File: src/rtl/flg_pkg.sv
package flg_pkg;
  typedef enum logic [2:0] {
    OP_NONE = 3'd0,
    OP_POP  = 3'd1,
    OP_IRET = 3'd2,
    OP_CLI  = 3'd3,
    OP_STI  = 3'd4,
    OP_TSW  = 3'd5,
    OP_INT  = 3'd6,
    OP_WR   = 3'd7
  } op_e;

  typedef enum logic [1:0] {
    RET_NONE  = 2'd0,
    RET_LOCAL = 2'd1,
    RET_TASK  = 2'd2
  } ret_e;

  localparam int IF_POS   = 9;
  localparam int IOPL_POS = 12;
  localparam int NT_POS   = 14;
  localparam int MIN_W    = 15;
endpackage

File: src/rtl/flg_priv.sv
module flg_priv (
  input  logic [1:0] cpl,
  input  logic [1:0] iopl,
  output logic       io_ok,
  output logic       ring0
);
  always_comb begin
    io_ok = (cpl <= iopl);
    ring0 = (cpl == 2'd0);
  end
endmodule

File: src/rtl/flg_merge.sv
module flg_merge #(
  parameter int          W    = 16,
  parameter logic [W-1:0] ONES = '0
) (
  input  logic [W-1:0] base,
  input  logic [W-1:0] upd,
  input  logic [W-1:0] sel,
  output logic [W-1:0] y
);
  for (genvar i = 0; i < W; i++) begin : g_bit
    if (ONES[i]) begin : g_one
      assign y[i] = 1'b1;
    end else begin : g_pick
      assign y[i] = sel[i] ? upd[i] : base[i];
    end
  end
endmodule

File: src/rtl/flg_next.sv
module flg_next
  import flg_pkg::*;
#(
  parameter int           W     = 16,
  parameter int           SEL_W = 16,
  parameter logic [W-1:0] ONES  = '0
) (
  input  logic [W-1:0]     cur,
  input  logic [W-1:0]     nw,
  input  logic [SEL_W-1:0] bl,
  input  logic [SEL_W-1:0] osel,
  input  logic [2:0]       op,
  input  logic [1:0]       cpl,
  output logic [W-1:0]     nxt,
  output logic             ld,
  output logic             flt,
  output logic [1:0]       ret,
  output logic             lnk_ld,
  output logic [SEL_W-1:0] lnk_val,
  output logic             snt_ld
);
  localparam logic [W-1:0] IOPL_M = W'(3) << IOPL_POS;
  localparam logic [W-1:0] IF_M   = W'(1) << IF_POS;
  localparam logic [W-1:0] NT_M   = W'(1) << NT_POS;
  localparam logic [W-1:0] ALL_M  = '1;

  logic [1:0]   iopl;
  logic         io_ok, ring0;
  logic [W-1:0] pop_sel, pop_w, full_w;
  op_e          opc;

  assign iopl = cur[IOPL_POS +: 2];
  assign opc  = op_e'(op);

  flg_priv u_priv (
    .cpl   (cpl),
    .iopl  (iopl),
    .io_ok (io_ok),
    .ring0 (ring0)
  );

  always_comb begin
    pop_sel = ALL_M;
    if (!ring0) pop_sel = pop_sel & ~IOPL_M;
    if (!io_ok) pop_sel = pop_sel & ~IF_M;
  end

  flg_merge #(.W(W), .ONES(ONES)) u_pop (
    .base (cur),
    .upd  (nw),
    .sel  (pop_sel),
    .y    (pop_w)
  );

  flg_merge #(.W(W), .ONES(ONES)) u_full (
    .base (cur),
    .upd  (nw),
    .sel  (ALL_M),
    .y    (full_w)
  );

  always_comb begin
    nxt     = cur;
    ld      = 1'b0;
    flt     = 1'b0;
    ret     = RET_NONE;
    lnk_ld  = 1'b0;
    lnk_val = osel;
    snt_ld  = 1'b0;
    unique case (opc)
      OP_POP: begin
        ld  = 1'b1;
        nxt = pop_w;
      end
      OP_IRET: begin
        if (!cur[NT_POS]) begin
          ld  = 1'b1;
          nxt = pop_w;
          ret = RET_LOCAL;
        end else if (bl == '0) begin
          flt = 1'b1;
        end else begin
          ret     = RET_TASK;
          lnk_ld  = 1'b1;
          lnk_val = bl;
        end
      end
      OP_CLI, OP_STI: begin
        if (io_ok) begin
          ld  = 1'b1;
          nxt = (opc == OP_STI) ? (cur | IF_M) : (cur & ~IF_M);
        end else begin
          flt = 1'b1;
        end
      end
      OP_TSW: begin
        ld      = 1'b1;
        nxt     = full_w | NT_M;
        lnk_ld  = 1'b1;
        lnk_val = osel;
      end
      OP_INT: begin
        ld     = 1'b1;
        nxt    = cur & ~NT_M;
        snt_ld = 1'b1;
      end
      OP_WR: begin
        if (ring0) begin
          ld  = 1'b1;
          nxt = full_w;
        end else begin
          flt = 1'b1;
        end
      end
      default: begin
        nxt = cur;
      end
    endcase
  end
endmodule

File: src/rtl/flag_guard.sv
module flag_guard
  import flg_pkg::*;
#(
  parameter int                FLAG_W    = 16,
  parameter int                SEL_W     = 16,
  parameter logic [FLAG_W-1:0] ONES_MASK = FLAG_W'(2)
) (
  input  logic              clk,
  input  logic              rst,
  input  logic              op_valid,
  input  logic [2:0]        op_code,
  input  logic [1:0]        cpl,
  input  logic [FLAG_W-1:0] new_flags,
  input  logic [SEL_W-1:0]  backlink,
  input  logic [SEL_W-1:0]  old_sel,
  output logic [FLAG_W-1:0] flags_q,
  output logic              fault_q,
  output logic              saved_nt_q,
  output logic [1:0]        ret_kind_q,
  output logic [SEL_W-1:0]  link_q
);
  logic [FLAG_W-1:0] nxt_c;
  logic              ld_c, flt_c, lnk_ld_c, snt_ld_c;
  logic [1:0]        ret_c;
  logic [SEL_W-1:0]  lnk_c;

  flg_next #(.W(FLAG_W), .SEL_W(SEL_W), .ONES(ONES_MASK)) u_next (
    .cur     (flags_q),
    .nw      (new_flags),
    .bl      (backlink),
    .osel    (old_sel),
    .op      (op_code),
    .cpl     (cpl),
    .nxt     (nxt_c),
    .ld      (ld_c),
    .flt     (flt_c),
    .ret     (ret_c),
    .lnk_ld  (lnk_ld_c),
    .lnk_val (lnk_c),
    .snt_ld  (snt_ld_c)
  );

  always_ff @(posedge clk) begin
    if (rst) begin
      flags_q    <= ONES_MASK;
      fault_q    <= 1'b0;
      saved_nt_q <= 1'b0;
      ret_kind_q <= RET_NONE;
      link_q     <= '0;
    end else begin
      fault_q    <= op_valid & flt_c;
      ret_kind_q <= op_valid ? ret_c : RET_NONE;
      if (op_valid && ld_c)     flags_q    <= nxt_c;
      if (op_valid && snt_ld_c) saved_nt_q <= flags_q[NT_POS];
      if (op_valid && lnk_ld_c) link_q     <= lnk_c;
    end
  end
endmodule

File: config.mk
export PLATFORM = sky130hd
export DESIGN_NAME = flag_guard
export DESIGN_NICKNAME = d
export VERILOG_FILES = /design/src/rtl/flg_pkg.sv /design/src/rtl/flg_priv.sv /design/src/rtl/flg_merge.sv /design/src/rtl/flg_next.sv /design/src/rtl/flag_guard.sv
export SDC_FILE = /design/constraint.sdc
export NUM_CORES = 1
export LEC_CHECK = 0
export BUFFER_PORTS_ARGS = -buffer_cell sky130_fd_sc_hd__buf_4
export CAP_MARGIN = 20
export CELL_PAD_IN_SITES_DETAIL_PLACEMENT = 1
export CELL_PAD_IN_SITES_GLOBAL_PLACEMENT = 1
export CORE_MARGIN = 3
export CORE_UTILIZATION = 38
export DETAILED_ROUTE_END_ITERATION = 8
export GPL_ROUTABILITY_DRIVEN = 0
export GPL_TIMING_DRIVEN = 0
export MAX_ROUTING_LAYER = met4
export PLACE_DENSITY_LB_ADDON = 0.2
export SETUP_SLACK_MARGIN = 0.5
export SYNTH_ARGS = -nofsm -noshare
export SYNTH_HDL_FRONTEND = slang
export SYNTH_HIERARCHICAL = 1
export SYNTH_SLANG_ARGS = --single-unit
export TNS_END_PERCENT = 30
File: constraint.sdc
create_clock -name clk -period 2.8 [get_ports clk]
set_clock_uncertainty 0.1 [all_clocks]
set_input_delay 0.7 -clock clk [delete_from_list [all_inputs] [get_ports clk]]
set_output_delay 0.7 -clock clk [all_outputs]
set_load 0.01 [all_outputs]
==> run summary <==
Post-DP HPWL: 6570 um
Vias in the first global route: 2998
First-pass GRT wire length: 14600 um
Seq pwr share: 0.378
Sequential cell area: 723 um^2
Initial Util: 0.404
Slowest Stage Delay on Critical Path: 0.33 ns
Nets: 499
Clock slew at reported path FFs: 0.07 ns
Root Buffer: clkbuf_8
Largest family of logic cells by synthesized area: compound AO/OA/AOI/OAI gates
Type of the most critical hold path: reg2reg
Filler instances: 872
TritonCTS clock tree: yes
Ys async rst share: 0
Worst-path maximum fanout: 8
Critical Path, Cell by Cell: buf_8, ha_4, nor2b_4, o21ai_4, nor2b_4, a2111oi_4, a21oi_2, buf_6, buf_6, a21bo_2, a21oi_1
Die Area: 8500 um^2
Final setup viols: 0
Syn avg cell area: 9.05 um^2
Complex-gate fraction of the synthesized area: 0.261
Post-synth EDFFs: 0
CTS max path bufs: 2
Seq/Total Area, Yosys: 0.255
Final wirelength: 9450 um
Grt ovf: 0
Yosys cell types: 40
Worst setup SP type: primary input
Outcome: completed
Post-synth top area cell: dfxtp_1
Multiplexer area fraction after synthesis: 0.234
Via density: 5.24
Drt pass-1 iters: 4
Worst EP required: 2.91 ns
Synth warnings: 6
Crit share post-route: 0.844
Worst vdd ir: 0.000235 V
Fmax achieved: 423 MHz
Power consumption: 1430 uW
Post-synth design cell area: 2820 um^2
Die Y: 92.2 um
Synth Area in Simple Gates: 0.176
Gate power share: 0.298
Count of final max-slew check failures: 0
1st-iter DRT viols: 129
CP arrival: 2.48 ns
CP Class: in2reg
Fin crit period: 2.36 ns
Most frequent cell after synthesis: mux2_4
Worst-Skew Late Latency: 0.29 ns
Worst-margin pin slew: 0.598 ns
Via count: 2818
N_diodes: 0
Site row count: 30
Switching Share: 0.290
Top_reg_cell synth: dfxtp_1
Core area: 6980 um^2
Post-Synth Adder-Cell Area: 0.00887
Bufs and invs on worst path: 3
Area occupied by multi-input gates: 2210 um^2
Avg WL per Cell: 17.6 um
Drt drc: 0
H-tree depth: 2
Layout cell share with drive strength beyond 1: 0.527
Largest net degree at the start of global routing: 13
Pint: 1010 uW
Slowest CP cell: a2111oi_4
Delay-heaviest family, CP: compound AO/OA/AOI/OAI gates
Top cells by area, synth: dfxtp_1 26%, mux2_4 20%, a21bo_2 12%, a21oi_1 6.6%, nand3_1 5.9%
Fin Setup TNS: 0 ns
Final hold violation count: 0
Seq cells post-synth: 36
Ports: 92
Post-route antenna net violation count: 0
P_sw: 414 uW
CTS sink count: 36
Port Buf Inserts: 88
Commonest cells in the netlist: 38 x mux2_4, 37 x a21oi_1, 36 x dfxtp_1, 33 x a21bo_2, 33 x nand3_1
Initial antenna violation count: 0
CP Capture Type: register
Clock power frac: 0.324
Synth top area share: 0.255
Num CTS Buffers: 5
RSZ-0062 raised after global routing: yes
Max Cap Viol: 0
Worst slew margin: 0.601
Total GRT Usage: 0.219
Post-Synth XOR/XNOR Area: 0
Synthesized instance count: 312
Static Leak: 0.00189 uW
Layout area overhead: 46.3%
Die X: 92.2 um
Pwr per Cell Area: 346 nW/um^2
-- sequential cells by signal, summed over array words and instances (netlist names) --
name / cells
saved_nt_q: 1
fault_q: 1
ret_kind_q: 2
link_q: 16
flags_q: 16
-- worst min-delay path, stage by stage (launching register included) --
cell and delay (ns):
dfxtp_1 0.31, a21bo_2 0.17, a21oi_1 0.05
-- area by class of cell --
type                    instances  area share
repair buffers                 96       0.182
plain buffers                  27      0.0467
flip-flops and latches         36       0.175
inverters                       6     0.00545
multi-input cells             269       0.535
clock buffers                   6      0.0176
clock inverters                 2     0.00848
well taps                      96      0.0291
-- layout by cell type (no fill, tap or decap), drive strengths merged, types with 2 or more instances in the layout --
master	count
o21ai	4
conb	29
and2	3
a21oi	39
nand2	33
a21bo	33
a211oi	2
mux2	46
dfxtp	36
and3	3
nand3	33
nand2b	2
nor2b	5
nor4b	2
nor4	5
buf	116
o211ai	2
ha	2
inv	6
nor2	3
clkbuf	13
a22oi	14
-- cells by family after synthesis --
kind of cell | count (synthesis)
flops | 36
other cells | 3
simple gates | 93
buf+inv | 33
fa+ha+maj | 2
mux | 46
compound gates | 99
-- what timing repair did --
action / 4_1_cts / 5_1_grt
hold buffers: 0 / 0
pin swaps: 1 / 9
cloned: 0 / 3
endpoints found under the setup margin: 32 / 31
setup buffers: 2 / 3
hold endpoints to repair: 0 / 0
gates resized for setup: 16 / 32
-- power groups by stage --
stage	clock network, uW	logic [uW]	registers, uW
2_1_floorplan	0	217	554
3_3_place_gp	0	351	550
3_5_place_dp	0	360	551
4_1_cts	470	374	539
5_1_grt	496	459	543
6_report	463	426	540
-- metal layers --
metal / GRT usage / vias to the layer above / wire length, um
met4: 0.0532 / 0 / 119
met3: 0.0345 / 9 / 296
met1: 0.253 / 1386 / 4030
li1: - / 1365 / -
met2: 0.397 / 58 / 5000
met5: - / - / 0
-- final timing paths --
kind                                               start                       end  slack, ns  cells after the start
worst max register to register  flags_q[13]$_SDFFE_PP0P_  flags_q[13]$_SDFFE_PP0P_       0.47                     11
worst min register to register    link_q[1]$_SDFFE_PP0P_    link_q[1]$_SDFFE_PP0P_       0.48                      2
worst min-delay path              link_q[1]$_SDFFE_PP0P_    link_q[1]$_SDFFE_PP0P_       0.48                      2
worst max-delay path                              cpl[1]  flags_q[13]$_SDFFE_PP0P_       0.44                     11
-- per-stage QoR --
step	instances	utilization	setup slack, ns	area [um^2]	hold WS [ns]
after floorplan	338	-	0.482	2960	0.472
after global placement	522	0.536	-0.0971	3740	0.462
after detailed placement	522	0.536	-0.136	3740	0.469
after CTS	532	0.564	0.489	3940	0.480
after global routing	538	0.592	0.383	4130	0.499
final	538	0.592	0.437	4130	0.480
Note: power is estimated with default switching activity, not from simulation.
